### config.mk
export PLATFORM = sky130hd
export DESIGN_NAME = srp_result_port
export DESIGN_NICKNAME = d
export VERILOG_FILES = /design/src/rtl/srp_pkg.sv /design/src/rtl/srp_sclk_sync.sv /design/src/rtl/srp_coder.sv /design/src/rtl/srp_bit_pick.sv /design/src/rtl/srp_result_port.sv
export SDC_FILE = /design/constraint.sdc
export NUM_CORES = 1
export LEC_CHECK = 0
export ABC_AREA = 1
export ABC_CLOCK_PERIOD_IN_PS = 3150
export BUFFER_PORTS_ARGS = -buffer_cell sky130_fd_sc_hd__buf_4
export CORE_MARGIN = 2
export CORE_UTILIZATION = 40
export CTS_BUF_LIST = sky130_fd_sc_hd__clkbuf_16
export DETAILED_ROUTE_END_ITERATION = 10
export PLACE_DENSITY = 0.65
export SKIP_LAST_GASP = 1
export SYNTH_ARGS = -nofsm -noshare
export SYNTH_HDL_FRONTEND = slang
export SYNTH_SLANG_ARGS = --single-unit
### constraint.sdc
create_clock -name clk -period 3.15 [get_ports clk]
set_input_delay 0.63 -clock clk [delete_from_list [all_inputs] [get_ports clk]]
set_output_delay 0.63 -clock clk [all_outputs]
set_load 0.05 [all_outputs]
### src/rtl/srp_pkg.sv
package srp_pkg;
    localparam int WORD_W = 16;
    localparam int CNT_W  = $clog2(WORD_W + 1);

    typedef struct packed {
        logic [WORD_W-1:0] word;
        logic [CNT_W-1:0]  cnt;
        logic              rdy_n;
        logic              sclk;
        logic              empty;
    } port_state_t;
endpackage

### src/rtl/srp_sclk_sync.sv
module srp_sclk_sync #(
    parameter int STAGES = 2
) (
    input  logic clk,
    input  logic rst_n,
    input  logic sclk_raw,
    output logic fall
);
    // pipe_q[0..STAGES-1] synchronise, pipe_q[STAGES] holds the previous value
    logic [STAGES:0] pipe_q;

    for (genvar g = 0; g <= STAGES; g++) begin : g_stage
        if (g == 0) begin : g_first
            always_ff @(posedge clk or negedge rst_n) begin
                if (!rst_n) pipe_q[g] <= 1'b0;
                else        pipe_q[g] <= sclk_raw;
            end
        end else begin : g_next
            always_ff @(posedge clk or negedge rst_n) begin
                if (!rst_n) pipe_q[g] <= 1'b0;
                else        pipe_q[g] <= pipe_q[g-1];
            end
        end
    end

    assign fall = pipe_q[STAGES] & ~pipe_q[STAGES-1];
endmodule

### src/rtl/srp_coder.sv
module srp_coder #(
    parameter int W = 16
) (
    input  logic         bipolar,
    input  logic [W-1:0] raw,
    output logic [W-1:0] coded
);
    // offset binary differs from two's complement only in the sign bit
    always_comb begin
        coded = raw;
        if (!bipolar) coded[W-1] = ~raw[W-1];
    end
endmodule

### src/rtl/srp_bit_pick.sv
module srp_bit_pick #(
    parameter int W  = 16,
    parameter int CW = 5
) (
    input  logic [W-1:0]  word,
    input  logic [CW-1:0] idx,
    output logic          bit_o
);
    // idx counts bits already sent; idx >= W yields 0
    always_comb begin
        bit_o = 1'b0;
        for (int i = 0; i < W; i++) begin
            if (idx == CW'(i)) bit_o = word[W-1-i];
        end
    end
endmodule

### src/rtl/srp_result_port.sv
module srp_result_port
    import srp_pkg::*;
#(
    parameter int SYNC_STAGES = 2
) (
    input  logic              clk,
    input  logic              rst_n,
    input  logic              master_mode,
    input  logic              bipolar,
    input  logic              load,
    input  logic [WORD_W-1:0] raw_word,
    input  logic              cs_n,
    input  logic              sclk_in,
    output logic              sclk_out,
    output logic              sclk_oe,
    output logic              sdo,
    output logic              sdo_oe,
    output logic              rdy_n,
    output logic              word_empty
);
    localparam logic [CNT_W-1:0] LAST_IDX = CNT_W'(WORD_W - 1);
    localparam logic [CNT_W-1:0] DONE_IDX = CNT_W'(WORD_W);

    port_state_t       st_d, st_q;
    logic [WORD_W-1:0] coded;
    logic              host_fall;
    logic              cur_bit;

    srp_coder #(.W(WORD_W)) coder_i (
        .bipolar (bipolar),
        .raw     (raw_word),
        .coded   (coded)
    );

    srp_sclk_sync #(.STAGES(SYNC_STAGES)) sync_i (
        .clk      (clk),
        .rst_n    (rst_n),
        .sclk_raw (sclk_in),
        .fall     (host_fall)
    );

    srp_bit_pick #(.W(WORD_W), .CW(CNT_W)) pick_i (
        .word  (st_q.word),
        .idx   (st_q.cnt),
        .bit_o (cur_bit)
    );

    always_comb begin
        st_d       = st_q;
        st_d.empty = 1'b0;
        if (load) begin
            st_d.word  = coded;
            st_d.cnt   = '0;
            st_d.rdy_n = 1'b0;
            st_d.sclk  = 1'b0;
        end else if (cs_n) begin
            // deselect: stop the clock and rewind a pending word
            st_d.sclk = 1'b0;
            if (!st_q.rdy_n) st_d.cnt = '0;
        end else if (st_q.rdy_n) begin
            st_d.sclk = 1'b0;
        end else if (master_mode) begin
            st_d.sclk = ~st_q.sclk;
            if (st_q.sclk) begin
                if (st_q.cnt == LAST_IDX) begin
                    st_d.cnt   = DONE_IDX;
                    st_d.rdy_n = 1'b1;
                    st_d.empty = 1'b1;
                end else begin
                    st_d.cnt = st_q.cnt + 1'b1;
                end
            end
        end else begin
            st_d.sclk = 1'b0;
            if (host_fall) begin
                if (st_q.cnt == LAST_IDX) begin
                    st_d.cnt   = DONE_IDX;
                    st_d.rdy_n = 1'b1;
                    st_d.empty = 1'b1;
                end else begin
                    st_d.cnt = st_q.cnt + 1'b1;
                end
            end
        end
    end

    always_ff @(posedge clk or negedge rst_n) begin
        if (!rst_n) begin
            st_q.word  <= '0;
            st_q.cnt   <= DONE_IDX;
            st_q.rdy_n <= 1'b1;
            st_q.sclk  <= 1'b0;
            st_q.empty <= 1'b0;
        end else begin
            st_q <= st_d;
        end
    end

    assign sclk_out   = st_q.sclk;
    assign sclk_oe    = master_mode & ~cs_n;
    assign sdo        = cur_bit;
    assign sdo_oe     = ~cs_n;
    assign rdy_n      = st_q.rdy_n;
    assign word_empty = st_q.empty;
endmodule

# Word level (Yosys, flattened, before mapping)

Cells that the tools add are included.

Reductions and logical operators: 3
$add $sub $neg: 1
Multiplexer cells: 34
Eq/ne operators: 18
Bitwise gates (word level): 6

Operators with widths:

| cell                                                                    | count |
|---|---|
| 5-bit by 4-bit equality test with 1-bit output, second input constant   | 8 |
| 1-bit two-way mux                                                       | 26 |
| 5-bit by 3-bit equality test with 1-bit output, second input constant   | 4 |
| 6-bit two-way mux                                                       | 3 |
| 5-bit two-way mux                                                       | 3 |
| 5-bit by 2-bit equality test with 1-bit output, second input constant   | 2 |
| 8-bit two-way mux                                                       | 1 |
| 7-bit two-way mux                                                       | 1 |
| 5-bit by 1-bit adder with 5-bit output, second input constant           | 1 |
| 5-bit by 1-bit equality test with 1-bit output, second input constant   | 1 |
| 5-bit zero test                                                         | 1 |
| 2-bit inequality test, second input constant                            | 2 |
| 4-bit by 1-bit inequality test with 1-bit output, second input constant | 1 |
| 1-bit NOT                                                               | 4 |
| 4-bit nonzero test                                                      | 1 |
| 3-bit AND reduction                                                     | 1 |
| 1-bit bitwise AND                                                       | 2 |

Logic and storage cells: 70
Bits of input ports: 23
Output and inout port bits: 6
Bits in registers: 27

# Logic depth before layout (Yosys ltp)

Depth after elaboration: 17
Depth in mapped cells: 18
Gate-level depth less buffers: 18

# Hierarchy

Synthesis repeated with hierarchy kept, for this count alone.

Cell total of the unflattened synthesis: 199
Area total of the unflattened synthesis: 1,520.2 um^2

By module, submodules not included:

| module          | sequential area each (um^2) | cells each | area an instance (um^2) | times used |
|---|---|---|---|---|
| srp_result_port | 603.1                       | 121        | 1,059.8                 | 1 |
| srp_bit_pick    | 0.0                         | 53         | 244.0                   | 1 |
| srp_coder       | 0.0                         | 20         | 131.4                   | 1 |
| srp_sclk_sync   | 75.1                        | 5          | 85.1                    | 1 |

# Least setup slack after synthesis

No wires, ideal clock.

Path kind: reg2out
Start point: reg st_q[3] (netlist bit)
End point: out sdo
Arrival: 1.690 ns
Setup slack: 0.830 ns
Path buffers: 0
Stages on the path, launching flop included: 19
Data required time: 2.520 ns
Cell sequence: dfrtp_1 -> inv_1 -> ha_1 -> nand2_1 -> nand2_1 -> nand3_1 -> nand2_1 -> nand2_1 -> nand2_1 -> nand2_1 -> nand2_1 -> nand2_1 -> nand2_1 -> nand2_1 -> nand2_1 -> nand2_1 -> nand2_1 -> nand2_1 -> nand2_1

Word-level cells in the longest chain between the ends: 17
Elaborated cells between the ends (all ways): 32
Those cells by class: eq/ne (15); mux (16); reduce/logical (1)

Ends and longest elaborated chain:

| element                         | line                  | RTL |
|---|---|---|
| from (decl)                     | srp_result_port.sv:24 | `port_state_t st_d, st_q;` |
| from (signal assigned)          | srp_result_port.sv:95 | `st_q <= st_d;` |
| 5-bit zero test                 | srp_bit_pick.sv:13    | `if (idx == CW'(i)) bit_o = word[W-1-i];` |
| 1-bit two-way mux (15 in a row) | srp_bit_pick.sv:13    |  |
| 1-bit two-way mux (*)           | srp_bit_pick.sv:13    |  |
| to (decl)                       | srp_result_port.sv:16 | `output logic sdo,` |

Every way passes the cells marked *; elsewhere a longest branch is shown, timed or not.

# Final worst setup path

Ends and elaborated chain as after synthesis.

==> results.yml <==
floorplan:
  start_util_pct: 41.61
  fp-row-count: 21
  num_io_pins: 29
  die_area_sq_um: 3929
  die_y_um: 62.69
  fp.dieW_um: 62.69
  core_sq_um: 3311
timing:
  fin_crit_ps: 2704
  setup_tns_ps: 0
  tightest_slew_ps: 329.0
  timing.final.ws_setup_ps: 446.3
  finalSetupViolCount: 0
  final_max_slew_viol_count: 0
  fin_skew_ps: 4.234
  whs_ps: 262.4
  hold_viol: 0
  fmax_mhz: 369.9
  fin_crit_sh_pct: 85.83
  rsz0062_at_grt: "no"
  slew_headroom_pct: 78.05
power:
  p_switching_uw: 198.0
  p_clk_share_pct: 37.7
  switching_share_pct: 25.30
  combPwrFrac_pct: 13.7
  p_per_area_nw_per_um2: 455.8
  irDropWorstVdd_v: 0.0002547
  p_seq_share_pct: 48.5
  p_leak_uw: 0.0009024
  p_int_uw: 584.5
global_routing:
  grt_remaining_overflow: 0
  antenna_found_initial: 0
  track_usage_pct: 16.23
  grt_pass1_wl_um: 4961
  first_global_vias: 1151
  grt_max_degree: 28
status:
  status: "complete, no violations"
finish:
  antennaDiodeCount: 0
  finalInstanceArea_sq_um: 1717
  fillers: 366
  layout.nets: 238
  drive_gt1_share_pct: 22.97
  area_growth_pct: 24.61
clock_tree:
  cts.sinks: 27
  clkLatencyLatePin_ps: 270
  htree_levels: 1
  postCtsResizedCells: 0
  clkTransAtPathRegs_ps: 70
  ctsLongestPathBuffers: 2
  cts_tree: "yes"
  cts_hold_buf: 0
  post_cts_buffers: 0
  numCtsBuffers: 3
  clockRootBuffer: "clkbuf_16"
worst_setup_path:
  crit_chain: "inv_1, ha_1, nand2_1, nand2_1, nand3_1, nand2_1, nand2_1, nand2_1, nand2_1, nand2_1, nand2_1, nand2_1, nand2_1, nand2_1, nand2_1, nand2_1, nand2_1, nand2_1, buf_4"
  crit_family: "simple AND/OR/NAND/NOR gates"
  worst_setup_path_end_kind: "output pin"
  slowest_stage: "dfrtp_1"
  crit_required_ps: 2520
  cp-start-kind: "flip-flop"
  critPathKind: "reg -> out"
  path_max_fanout: 6
  cpMostUsedCell: "nand2_1"
  slowest_delay_ps: 450
  crit_arrival_ps: 2070
  cp_num_buf_inv: 2
placement:
  dp_slack_ps: 757.0
  place_congestion: 0.8418
  placed_area_sq_um: 1634
  portBuffers: 28
  post-dp-hpwl_um: 2068
logic_synthesis:
  synth_edf_count: 0
  synth.most_common_cell: "nand2_1"
  syn_area_sq_um: 1378
  ys.flop_type: "dfrtp_1"
  synthArstFlopShare_pct: 100.0
  ys_warn_count: 0
  yosys.area.top_type: "dfrtp_1"
  synthesis.nets: 208
  ys_types: 21
  ys_seq_area_share_pct: 49.23
  avgSynthCellArea_sq_um: 7.653
  synth_cells: 180
  ys_seq_elements: 27
  synth_top_cell_area_share_pct: 45.41
  ys_top_cells_by_count: "nand2_1 (60), dfrtp_1 (25), inv_1 (24)"
  synth_area_leaders: "dfrtp_1 (45%), nand2_1 (16%), inv_1 (6.5%), o21ai_0 (5.1%), ha_1 (4.5%)"
routing:
  vias: 1163
  postRouteAntennaNets: 0
  wire_per_inst_um: 10.62
  drtIter0Drc: 55
  wl_um: 2708
  drcViolationCount: 0
  first_pass_iters: 4
  vias_per_cell: 4.561
hold_path:
  hold_path_class: "in -> async"
job:
  maxCapViolations: 0
## power groups by stage
stage / sequential (uW) / combinational, uW / clock, uW
after CTS: 380 / 110 / 303
after floorplan: 384 / 62.7 / 0
after detailed placement: 386 / 109 / 0
final: 380 / 108 / 295
after global routing: 382 / 125 / 315
after global placement: 386 / 108 / 0
## registers in the layout, summed over array words and instances, names as in the netlist
register	cells
sclk_out	1
st_q	21
sync_i.pipe_q	3
rdy_n	1
word_empty	1
## layout by cell type (no fill, tap or decap), drive strengths merged
master	netlist	final
nor2	9	9
xor2	2	2
clkinvlp	0	1
a41oi	1	1
a21oi	3	3
dfstp	2	2
inv	35	35
buf	0	28
o21a	1	1
ha	5	5
o32ai	1	1
nand2	61	61
nand4	1	1
nor3	3	3
nand3	7	7
o22ai	2	2
clkbuf	3	3
dfrtp	25	25
o21ai	19	19
## kinds of logic after synthesis
kind of cell | Yosys count | share of synthesized area, %
AO/OA/AOI/OAI | 27 | 11.26
XOR/XNOR | 2 | 1.272
adder cells (fa/ha/maj) | 5 | 4.541
buffers and inverters | 38 | 10.35
flip-flops | 27 | 49.23
AND/OR/NAND/NOR | 81 | 23.34
## worst paths after layout
path / cells after the start / slack [ps] / from / end
setup / recovery: 19 / 450 / st_q[3] / sdo
setup reg to reg: 9 / 1380 / st_q[3] / st_q[5]
hold / removal: 1 / 260 / rst_n / st_q[15]
max in group asynchronous: 1 / 2600 / rst_n / st_q[7]
hold reg to reg: 0 / 350 / sync_i.pipe_q[0] / sync_i.pipe_q[1]
min in group clk: 0 / 350 / sync_i.pipe_q[0] / sync_i.pipe_q[1]
## area by class of cell
| class | instances | area [sq um] | share of cell area, % |
|---|---|---|---|
| tap | 46 | 57.56 | 3.353 |
| sequential | 27 | 678.2 | 39.50 |
| clock buffer | 3 | 75.07 | 4.373 |
| multi-input combinational | 115 | 556.8 | 32.43 |
| timing repair buffer | 28 | 210.2 | 12.24 |
| clock inverter | 1 | 7.507 | 0.4373 |
| inverter | 35 | 131.4 | 7.653 |
## metrics by stage
stage | cells | util [%] | power, uW
after detailed placement | 251 | 49.36 | 495.7
after global placement | 251 | 49.36 | 494.1
after CTS | 255 | 51.85 | 793.2
after global routing | 255 | 51.85 | 822.6
after floorplan | 180 | - | 446.6
final | 255 | 51.85 | 782.5
## per-layer routing
layer | routed length (um) | part of all wire [%] | vias up | global-route usage [%]
li1 | - | - | 610 | -
met1 | 1279 | 47 | 522 | 20.65
met2 | 1241 | 46 | 26 | 26.48
met3 | 123 | 4.5 | 5 | 2.883
met4 | 63 | 2.3 | 0 | 8.333
met5 | 0 | 0 | - | 0
Power figures use the tool's default switching activity.
